--- src/rtl/lrq_pkg.sv ---
// Package: shared constants and types for the loop requeue controller.
// Assumes the marker opcode sits in a fixed field of the instruction word.
package lrq_pkg;
    parameter int INSTR_W      = 25;
    parameter int OPC_MSB      = 21;
    parameter int OPC_LSB      = 18;
    localparam int OPC_W       = OPC_MSB - OPC_LSB + 1;
    parameter logic [OPC_W-1:0] START_CODE = 4'b1110;
    parameter logic [OPC_W-1:0] END_CODE   = 4'b1111;

    // Controller mode
    typedef enum logic {
        MODE_LOAD = 1'b0,
        MODE_SPIN = 1'b1
    } lrq_mode_e;
endpackage

--- src/rtl/lrq_marker_decode.sv ---
// Module: lrq_marker_decode
// Flags an instruction whose opcode field equals one marker code.
// Assumes: pure combinational, validity is qualified by the caller.
module lrq_marker_decode #(
    parameter int DATA_W = 25,
    parameter int MSB    = 21,
    parameter int LSB    = 18,
    parameter int CODE_W = MSB - LSB + 1,
    parameter logic [CODE_W-1:0] CODE = '1
) (
    input  logic [DATA_W-1:0] instr,
    output logic              is_marker
);
    // Compare the opcode field against the marker code
    always_comb begin
        is_marker = (instr[MSB:LSB] == CODE);
    end
endmodule

--- src/rtl/lrq_mode_fsm.sv ---
// Module: lrq_mode_fsm
// Holds the loading/looping mode bit. A rendezvous enters looping mode
// and an abort leaves it. Assumes the rendezvous input is already
// suppressed by abort and only asserts in loading mode.
module lrq_mode_fsm
    import lrq_pkg::*;
(
    input  logic clk,
    input  logic rst_n,
    input  logic rendezvous,
    input  logic abort_pulse,
    output logic loop_active
);
    lrq_mode_e mode_q, mode_d;

    // Next-mode selection: abort has priority over entry
    always_comb begin
        mode_d = mode_q;
        unique case (mode_q)
            MODE_LOAD: if (rendezvous && !abort_pulse) mode_d = MODE_SPIN;
            MODE_SPIN: if (abort_pulse) mode_d = MODE_LOAD;
            default:   mode_d = MODE_LOAD;
        endcase
    end

    // Mode register with synchronous active-low reset
    always_ff @(posedge clk) begin
        if (!rst_n) mode_q <= MODE_LOAD;
        else        mode_q <= mode_d;
    end

    assign loop_active = (mode_q == MODE_SPIN);


    enter_spin_chk: assert property (@(posedge clk) disable iff (!rst_n)
        (!loop_active && rendezvous) |=> loop_active);

    abort_exit_chk: assert property (@(posedge clk) disable iff (!rst_n)
        (loop_active && abort_pulse) |=> !loop_active);

    abort_hold_chk: assert property (@(posedge clk) disable iff (!rst_n)
        (!loop_active && abort_pulse) |=> !loop_active);
endmodule

--- src/rtl/lrq_route.sv ---
// Module: lrq_route
// Steers the load and return streams onto the FIFO stream according to
// the mode, and detects the marker rendezvous. Combinational. The clock
// and reset inputs serve only the local assertions.
module lrq_route #(
    parameter int DATA_W = 25
) (
    input  logic              clk,
    input  logic              rst_n,
    input  logic              loop_active,
    input  logic              abort_pulse,
    input  logic              load_valid,
    input  logic [DATA_W-1:0] load_data,
    input  logic              load_is_end,
    output logic              load_ready,
    input  logic              ret_valid,
    input  logic [DATA_W-1:0] ret_data,
    input  logic              ret_is_start,
    output logic              ret_ready,
    output logic              fifo_valid,
    output logic [DATA_W-1:0] fifo_data,
    input  logic              fifo_ready,
    output logic              rendezvous
);
    logic end_held, start_held;

    // Markers waiting at their inputs in loading mode
    always_comb begin
        end_held   = !loop_active && load_valid && load_is_end;
        start_held = !loop_active && ret_valid  && ret_is_start;
        rendezvous = end_held && start_held && !abort_pulse;
    end

    // Handshake steering for both modes
    always_comb begin
        if (loop_active) begin
            load_ready = 1'b0;
            ret_ready  = fifo_ready;
            fifo_valid = ret_valid;
            fifo_data  = ret_data;
        end else begin
            load_ready = load_is_end  ? rendezvous : fifo_ready;
            ret_ready  = ret_is_start ? rendezvous : 1'b1;
            fifo_valid = load_valid && !load_is_end;
            fifo_data  = load_data;
        end
    end


    spin_no_load_chk: assert property (@(posedge clk) disable iff (!rst_n)
        loop_active |-> !load_ready);

    drop_ret_chk: assert property (@(posedge clk) disable iff (!rst_n)
        (!loop_active && ret_valid && !ret_is_start) |-> ret_ready);

    end_stall_chk: assert property (@(posedge clk) disable iff (!rst_n)
        (end_held && !rendezvous) |-> (!load_ready && !fifo_valid));

    dual_move_chk: assert property (@(posedge clk) disable iff (!rst_n)
        (!loop_active && ret_valid && !ret_is_start && load_valid
         && !load_is_end && fifo_ready) |-> (ret_ready && load_ready));
endmodule

--- src/rtl/loop_requeue_ctrl.sv ---
// Module: loop_requeue_ctrl (top)
// Requeue controller in front of a circular instruction FIFO. Decodes
// the loop markers, steers the streams and holds the mode.
// Assumes: abort_pulse is already qualified by its predicate, and the
// upstream sources hold their data while valid and not ready.
module loop_requeue_ctrl
    import lrq_pkg::*;
#(
    parameter int DATA_W = INSTR_W
) (
    input  logic              clk,
    input  logic              rst_n,
    input  logic              load_valid,
    input  logic [DATA_W-1:0] load_data,
    output logic              load_ready,
    input  logic              ret_valid,
    input  logic [DATA_W-1:0] ret_data,
    output logic              ret_ready,
    output logic              fifo_valid,
    output logic [DATA_W-1:0] fifo_data,
    input  logic              fifo_ready,
    input  logic              abort_pulse,
    output logic              loop_active
);
    localparam int NSIDE = 2;

    logic [DATA_W-1:0] side_data [NSIDE];
    logic [NSIDE-1:0]  side_marker;
    logic              rendezvous;

    assign side_data[0] = load_data;
    assign side_data[1] = ret_data;

    // One decoder per stream: loop-end on load, loop-start on return
    for (genvar s = 0; s < NSIDE; s++) begin : g_dec
        lrq_marker_decode #(
            .DATA_W (DATA_W),
            .MSB    (OPC_MSB),
            .LSB    (OPC_LSB),
            .CODE_W (OPC_W),
            .CODE   ((s == 0) ? END_CODE : START_CODE)
        ) u_dec (
            .instr     (side_data[s]),
            .is_marker (side_marker[s])
        );
    end

    lrq_route #(.DATA_W(DATA_W)) u_route (
        .clk          (clk),
        .rst_n        (rst_n),
        .loop_active  (loop_active),
        .abort_pulse  (abort_pulse),
        .load_valid   (load_valid),
        .load_data    (load_data),
        .load_is_end  (side_marker[0]),
        .load_ready   (load_ready),
        .ret_valid    (ret_valid),
        .ret_data     (ret_data),
        .ret_is_start (side_marker[1]),
        .ret_ready    (ret_ready),
        .fifo_valid   (fifo_valid),
        .fifo_data    (fifo_data),
        .fifo_ready   (fifo_ready),
        .rendezvous   (rendezvous)
    );

    lrq_mode_fsm u_fsm (
        .clk         (clk),
        .rst_n       (rst_n),
        .rendezvous  (rendezvous),
        .abort_pulse (abort_pulse),
        .loop_active (loop_active)
    );


    load_fwd_chk: assert property (@(posedge clk) disable iff (!rst_n)
        (!loop_active && load_valid && load_data[OPC_MSB:OPC_LSB] != END_CODE)
        |-> (fifo_valid && fifo_data == load_data && load_ready == fifo_ready));

    spin_pass_chk: assert property (@(posedge clk) disable iff (!rst_n)
        (loop_active && ret_valid) |-> (fifo_valid && fifo_data == ret_data));
endmodule

--- config.mk ---
export PLATFORM = sky130hd
export DESIGN_NAME = loop_requeue_ctrl
export DESIGN_NICKNAME = d
export VERILOG_FILES = /design/src/rtl/lrq_pkg.sv /design/src/rtl/lrq_marker_decode.sv /design/src/rtl/lrq_mode_fsm.sv /design/src/rtl/lrq_route.sv /design/src/rtl/loop_requeue_ctrl.sv
export SDC_FILE = /design/constraint.sdc
export NUM_CORES = 1
export LEC_CHECK = 0
export BUFFER_PORTS_ARGS = -buffer_cell sky130_fd_sc_hd__buf_2
export CORE_MARGIN = 8
export CORE_UTILIZATION = 27
export DETAILED_ROUTE_END_ITERATION = 16
export PLACE_DENSITY_LB_ADDON = 0.05
export SLEW_MARGIN = 20
export SYNTH_ARGS = -nofsm -noshare
export SYNTH_HDL_FRONTEND = slang
export SYNTH_HIERARCHICAL = 1
export SYNTH_SLANG_ARGS = --single-unit
--- constraint.sdc ---
create_clock -name clk -period 2.43 [get_ports clk]
set_input_delay 0.3645 -clock clk [delete_from_list [all_inputs] [get_ports clk]]
set_output_delay 0.3645 -clock clk [all_outputs]
set_load 0.005 [all_outputs]
# Word-level counts from Yosys, hierarchy flattened
# Cells that the tools add are included.
# Widths: inputs -> output; s select.
totals:
  reg_bits: 1
  latch_bits: 0
  ramBits: 0
  rom_bits: 0
  inputBits: 56
  out_inout_bits: 29
  wordCells: 24
  memories: 0
op_classes:
  n_addsub: 0
  n_mul: 0
  div_mod_pow: 0
  order_cmp: 0
  n_eq_ne: 2
  n_shift: 0
  muxes: 9
  n_bitwise: 1
  n_reduce_logical: 11
ops:
  columns: ["operator", "count"]
  rows:
  - ["$mux 25", 1]
  - ["$eq 4x4->1 const B", 2]
  - ["$logic_and 1x1->1", 8]
  - ["$mux 1", 7]
  - ["$logic_not 1->1", 3]
  - ["$pmux 1 s2", 1]
  - ["$not 1->1", 1]

# Logic depth before layout (Yosys ltp)
# Gate-level depths: netlist (run 1).
depth:
  depth_word: 8
  mapped_depth: 5
  ltp_nobuf: 5

# Cells and area by module
# The synthesis (run 1) kept the hierarchy.
modules_own_cells:
  columns: ["mod", "instances", "cells_per_inst", "area_each_um2", "seq_area_each_um2"]
  rows:
  - ["lrq_route", 1, 37, 395.4, 0.0]
  - ["lrq_mode_fsm", 1, 3, 36.3, 20.0]
  - ["lrq_marker_decode at g_dec[1].u_dec", 1, 1, 10.0, 0.0]
  - ["lrq_marker_decode at g_dec[0].u_dec", 1, 1, 8.8, 0.0]

# Worst setup path after synthesis (run 1)
# Ideal clock, no wire load.
synth_path:
  kind: "reg-to-output"
  start: "register u_fsm.mode_q (netlist: u_fsm/loop_active)"
  end: "output port fifo_data[16]"
  t_arrival_ps: 989
  t_required_ps: 2066
  setup_slack_ps: 1076
  path_stages_with_launch: 4
  path_buffers: 2
  path_cell_list: "dfxtp_1 -> buf_6 -> buf_6 -> mux2_4"
synth_via:
  elab_chain_cells: 1
synth_rtl:
  columns: ["element", "line", "source"]
  rows:
  - ["start: declaration", "lrq_mode_fsm.sv:14", "lrq_mode_e mode_q, mode_d;"]
  - ["start signal: assignment", "lrq_mode_fsm.sv:29", "else mode_q <= mode_d;"]
  - ["$mux 25", "lrq_route.sv:36", "if (loop_active) begin"]
  - ["end: declaration", "loop_requeue_ctrl.sv:20", "output logic [DATA_W-1:0] fifo_data,"]
# No other way between the ends.

# Final worst setup path (run 1)
layout_path:
  start: "input port load_data[20]"
  end: "output port load_ready"
layout_via:
  elab_chain_cells: 6
layout_rtl:
  columns: ["element", "line", "source"]
  rows:
  - ["start: declaration", "loop_requeue_ctrl.sv:14", "input logic [DATA_W-1:0] load_data,"]
  - ["$eq 4x4->1 *", "lrq_marker_decode.sv:16", "is_marker = (instr[MSB:LSB] == CODE);"]
  - ["via side_marker[0]", "loop_requeue_ctrl.sv:28", "logic [NSIDE-1:0] side_marker;"]
  - ["$logic_and 1x1->1", "lrq_route.sv:29", "end_held = !loop_active && load_valid && load_is_end;"]
  - ["$logic_and 1x1->1 (2 in series)", "lrq_route.sv:31", "rendezvous = end_held && start_held && !abort_pulse;"]
  - ["$mux 1 *", "lrq_route.sv:42", "load_ready = load_is_end ? rendezvous : fifo_ready;"]
  - ["$mux 1 *", "lrq_route.sv:36", null]
  - ["end: declaration", "loop_requeue_ctrl.sv:15", "output logic load_ready,"]
# The timed path passes the listed nets; every way through them passes the cells marked *.

==> results.md, run 1 <==
- Grt ovf: 0
- Worst hold slack: roughly 560 ps
- Final setup fails: 0
- Initial antenna violation count: 0
- Reg clk slew, reported paths: 0 ps
- Drt first pass iters: 3
- GP Congestion: ~0.77
- # placed instances: 140
- Worst path required time: between 2000 and 2500 ps
- Placed Area: about 870 µm²
- Yosys warns: 6
- Layout cells sized above 1: 0.8952
- Post-synthesis mux area share: 0.6833
- Post-synthesis adder-cell area fraction: 0
- Design Power: 116.8 µW
- Area leader, netlist: mux2_2
- Post-Layout Cell Count: 140
- Post-CTS Repair Setup Buffers: 0
- Cell Rows: 14
- Avg Cell Area, Syn: about 11 µm²
- Initial Util: 0.2922
- Worst EP arrival: 1230 ps
- Final Cell Area: between 800 and 900 µm²
- Critical path endpoint category: output port
- Ratio of total power to cell area: 134.6 mW/mm²
- Setup Skew: 0 ps
- Setup ws final: roughly 840 ps
- Hold WC Path Type: input port to register
- Final Max Slew Viols: 0
- Relative slew slack: 0.7452
- Post-Synth XOR/XNOR Area: 0
- Net Count, Synth: 98
- Ports: 85
- Post-Syn Instances: between 40 and 50
- DRT Wirelength: 2270 µm
- Outcome: finished, final reports clean
- Worst-Skew Late Latency: 0 ps
- MaxCap Viol Count: 0
- Die width: about 57 µm
- Cts repair resizes: 0
- Worst slack, placed: 834.6 ps
- Final hold viol count: 0
- DRT antenna net count: 0
- Fmax: 0.6273 GHz
- Routed length per instance: 16.21 µm
- Largest net degree at the start of global routing: 33
- Die Ht: 56.85 µm
- Die area: 0.003231 mm²
- Unrepaired setup endpoints after global routing: false
- Max reg flops: 1
- First-pass GRT wire length: 3470 µm
- Final period util: 0.6560
- Compound-Gate Fraction of Synth Area: 0.05556
- P_leak: 0.4838 nW
- Routed vias/inst: about 4.4
- CP Class: input port to output port
- PortBufs: 84
- Vias in the first global route: 710
- Area added between synthesis and finish: 92.78%
- VDD IR-drop max: 0.06292 mV
- Post-route minimum period: 1594 ps
- #FFs+latches synth: 1
- Most area-consuming cells after synthesis: mux2_2 (45%), mux2_4 (23%), buf_6 (5.0%)
- Setup TNS: 0 ps
- Crit start category: input port
- Register area share after synthesis: 0.04444
- Hold bufs inserted after CTS: 0
- Diode count: 0
- Drt drc: 0
- Final nets: 182
- Actual slew at the worst max-slew pin: 382.1 ps
- Final core occ: 0.5633
- Core area: approximately 0.0015 mm²
- First DRT Iteration DRCs: 7
- Post-synthesis simple-gate area fraction: 0.1417
- CP Max Fanout: 3
- Gr usage total: 0.1281
- Vias: 618
- Syn Std Cell Area: 450.4 µm²
- Synth cell types: 16
- Final HPWL from detailed placement: 2079 µm
- Share of the synthesized area in the top cell type: 0.4500
- Largest family of logic cells by synthesized area: multiplexers
-- critical path: stages --
cell	delay, ps
buf_2	100
and4_1	210
nand4b_1	140
a2bb2o_1	290
buf_2	130
-- path summary, 6_finish.rpt --
kind                                                    from                            to  slack, ps  cells past startpoint
worst max register to register  u_fsm/loop_active$_SDFF_PN0_  u_fsm/loop_active$_SDFF_PN0_       1290                      5
worst max-delay path                           load_data[20]                    load_ready        840                      5
worst min register to register  u_fsm/loop_active$_SDFF_PN0_  u_fsm/loop_active$_SDFF_PN0_        810                      3
worst min-delay path                             abort_pulse  u_fsm/loop_active$_SDFF_PN0_        560                      2
-- logic make-up (layout without fill, tap and decap cells) --
kind of cell / Yosys count / in the layout
and+or+nand+nor: 9 / 9
DFF: 1 / 1
muxes: 25 / 25
buffers and inverters: 4 / 86
AOI/OAI and AO/OA: 3 / 3
-- cell usage after synthesis --
cell type	number
nand4b_1	1
nor3b_2	1
dfxtp_1	1
and4_1	1
a22o_1	1
inv_1	1
and4b_1	1
mux2_4	7
a31oi_1	1
nand2b_1	1
buf_6	2
nor2_1	3
buf_4	1
nor2b_1	1
a2bb2o_1	1
mux2_2	18
-- power by group --
part           total (mW)  internal [mW]  switching (mW)  leakage (nW)
registers          0.0168         0.0168     0.000000794       0.00805
logic               0.100         0.0673          0.0328         0.476
clock network           0              0               0             0
total               0.117         0.0840          0.0328         0.484
-- cell usage in the layout (no fill, tap or decap), types with 3 or more instances in the layout --
cell | synthesis | layout
buf_2 | 0 | 84
mux2_2 | 18 | 18
mux2_4 | 7 | 7
nor2_1 | 3 | 3
-- layout make-up --
class,count,area [µm²]
Sequential cell,1,20.02
Inverter,1,3.754
Timing Repair Buffer,85,427.9
Multi-Input combinational cell,37,396.6
Fill cell,152,673.1
Tap cell,16,20.02
-- per-layer routing --
metal | up-vias | wire length [µm] | track usage
li1 | 325 | - | -
met1 | 267 | 859 | 0.1369
met2 | 24 | 1311 | 0.2602
met3 | 2 | 77 | 0.01573
met4 | 0 | 21 | 0.01342
met5 | - | 0 | 0
Note: power is estimated with default switching activity, not from simulation.
==> run 2, diff against run 1 <==
CORE_UTILIZATION = 23   (was 27)
clock period = 1.29 ns   (was 2.43 ns; I/O delays follow)
==> run 2 against run 1 <==
Compared with the run above:
- core utilization shrank 9.6 points
- via count grew 3.2%
- die area grew 12%
- setup slack lost 800 ps
- wire length grew 1.5%
- power grew 87%
- sequential cell count is the same
- sequential share of layout area shrank 0.055 points
- critical path depth is the same
- register-to-register slack lost 990 ps
- critical endpoint unchanged
- largest power group unchanged
==> results.md, run 2 (synthesized netlist as in run 1, its figures left out) <==
- Outcome: finished, final reports clean
- Final period util: 0.9736
- MaxCap Viol Count: 0
- Gr usage total: 0.1058
- Vias in the first global route: 665
- Vias: about 640
- Final hold viol count: 0
- Unrepaired setup endpoints after global routing: true
- Routed wl met2: around 1300 µm
- PortBufs: 84
- Core area: between 0.0015 and 0.002 mm²
- Worst hold slack: 382.4 ps
- Final Max Slew Viols: 0
- DRT Wirelength: 2305 µm
- Top Layer Used: met4
- Reg2reg end: u_fsm/loop_active$_SDFF_PN0_
- Fmax: 0.7962 GHz
- FILL cells: 192
- Worst-Skew Late Latency: 0 ps
- Initial Util: 0.2368
- P_leak: 0.4893 nW
- First-pass GRT wire length: 3063 µm
- Reg-to-Reg Start: u_fsm/loop_active$_SDFF_PN0_
- Largest net degree at the start of global routing: 20
- Crit start category: input port
- Final setup fails: 0
- Initial antenna violation count: 0
- Relative slew slack: 0.8495
- Hold bufs inserted after CTS: 0
- Metal3 WL: 170 µm
- Layout cells sized above 1: 0.8960
- Die area: 0.003631 mm²
- Design Power: 218.4 µW
- R2R cell count: 5
- Die width: ~60 µm
- CP Max Fanout: 3
- GP Congestion: 0.7430
- Drt first pass iters: 3
- Footprint of the multi-input gates: roughly 400 µm²
- Register Area: 20.02 µm²
- Final HPWL from detailed placement: roughly 2100 µm
- Most common cell after layout, fill and taps aside: buf_2
- Routed vias/inst: between 4 and 5
- Diode count: 0
- Worst path required time: 1100 ps
- Cell Rows: 16
- Grt ovf: 0
- Post-CTS Repair Setup Buffers: 0
- Max reg flops: 1
- Start point of the worst hold path: abort_pulse
- Worst EP arrival: 1060 ps
- Ports: 85
- Actual slew at the worst max-slew pin: 225.8 ps
- CP Class: input port to output port
- Final nets: 183
- Worst Setup EP: load_ready
- Cts repair resizes: 0
- R2R setup slack: about 300 ps
- Reg clk slew, reported paths: 0 ps
- Post-route minimum period: 1256 ps
- Ratio of total power to cell area: 245.5 mW/mm²
- Drt drc: 0
- Most frequent cells in the layout: buf_2 (84), mux2_2 (18), mux2_4 (7)
- Routed length per instance: about 15 µm
- Critical path endpoint category: output port
- WL met1: ~810 µm
- First DRT Iteration DRCs: 15
- Setup Skew: 0 ps
- Area added between synthesis and finish: 97.50%
- Die Ht: 60.26 µm
- Hold WC Path Type: input port to register
- VDD IR-drop max: 0.09178 mV
- CP startpoint: load_data[20]
- DRT antenna net count: 0
-- run 2: power by group --
part | internal (mW) | switching (mW) | leakage, nW | total [mW]
clock network | 0 | 0 | 0 | 0
registers | 0.0316 | 0.00000315 | 0.00805 | 0.0316
logic | 0.127 | 0.0601 | 0.481 | 0.187
-- run 2: how the worst min path moves through the flow --
| stage | cells past startpoint | end | slack [ps] |
|---|---|---|---|
| 2_1_floorplan | 1 | u_fsm/loop_active$_SDFF_PN0_ | 260 |
| 3_3_place_gp | 2 | u_fsm/loop_active$_SDFF_PN0_ | 390 |
| 3_5_place_dp | 2 | u_fsm/loop_active$_SDFF_PN0_ | 390 |
| 4_1_cts | 2 | u_fsm/loop_active$_SDFF_PN0_ | 390 |
| 5_1_grt | 2 | u_fsm/loop_active$_SDFF_PN0_ | 400 |
| 6_report | 2 | u_fsm/loop_active$_SDFF_PN0_ | 380 |
-- run 2: final cells by class --
cell class | instances | area share
repair buffers | 86 | 0.4895
multi-input cells | 37 | 0.4459
well taps | 27 | 0.03797
flip-flops and latches | 1 | 0.02250
inverters | 1 | 0.004219
-- run 2: critical path, stage by stage --
cell and delay (ps):
buf_2 110, and4_1 210, nand4b_1 140, a2bb2o_1 290
buf_2 120
-- run 2: per-stage QoR --
| step | instance area, µm² | util | setup TNS (ps) | setup slack [ps] | cells |
|---|---|---|---|---|---|
| after detailed placement | 889.6 | 0.4678 | 0 | 27.73 | 152 |
| after floorplan | 450.4 | - | 0 | 107.3 | 42 |
| final | 889.6 | 0.4678 | 0 | 34.01 | 152 |
| after global placement | 889.6 | 0.4678 | 0 | 40.21 | 152 |
| after CTS | 889.6 | 0.4678 | 0 | 27.87 | 152 |
| after global routing | 889.6 | 0.4678 | -27.86 | -20.54 | 152 |
-- run 2: layer usage --
metal  track usage  vias up
met5             0        -
met4       0.01020        0
met3       0.01935        2
met2        0.2104       26
met1        0.1127      283
li1              -      327
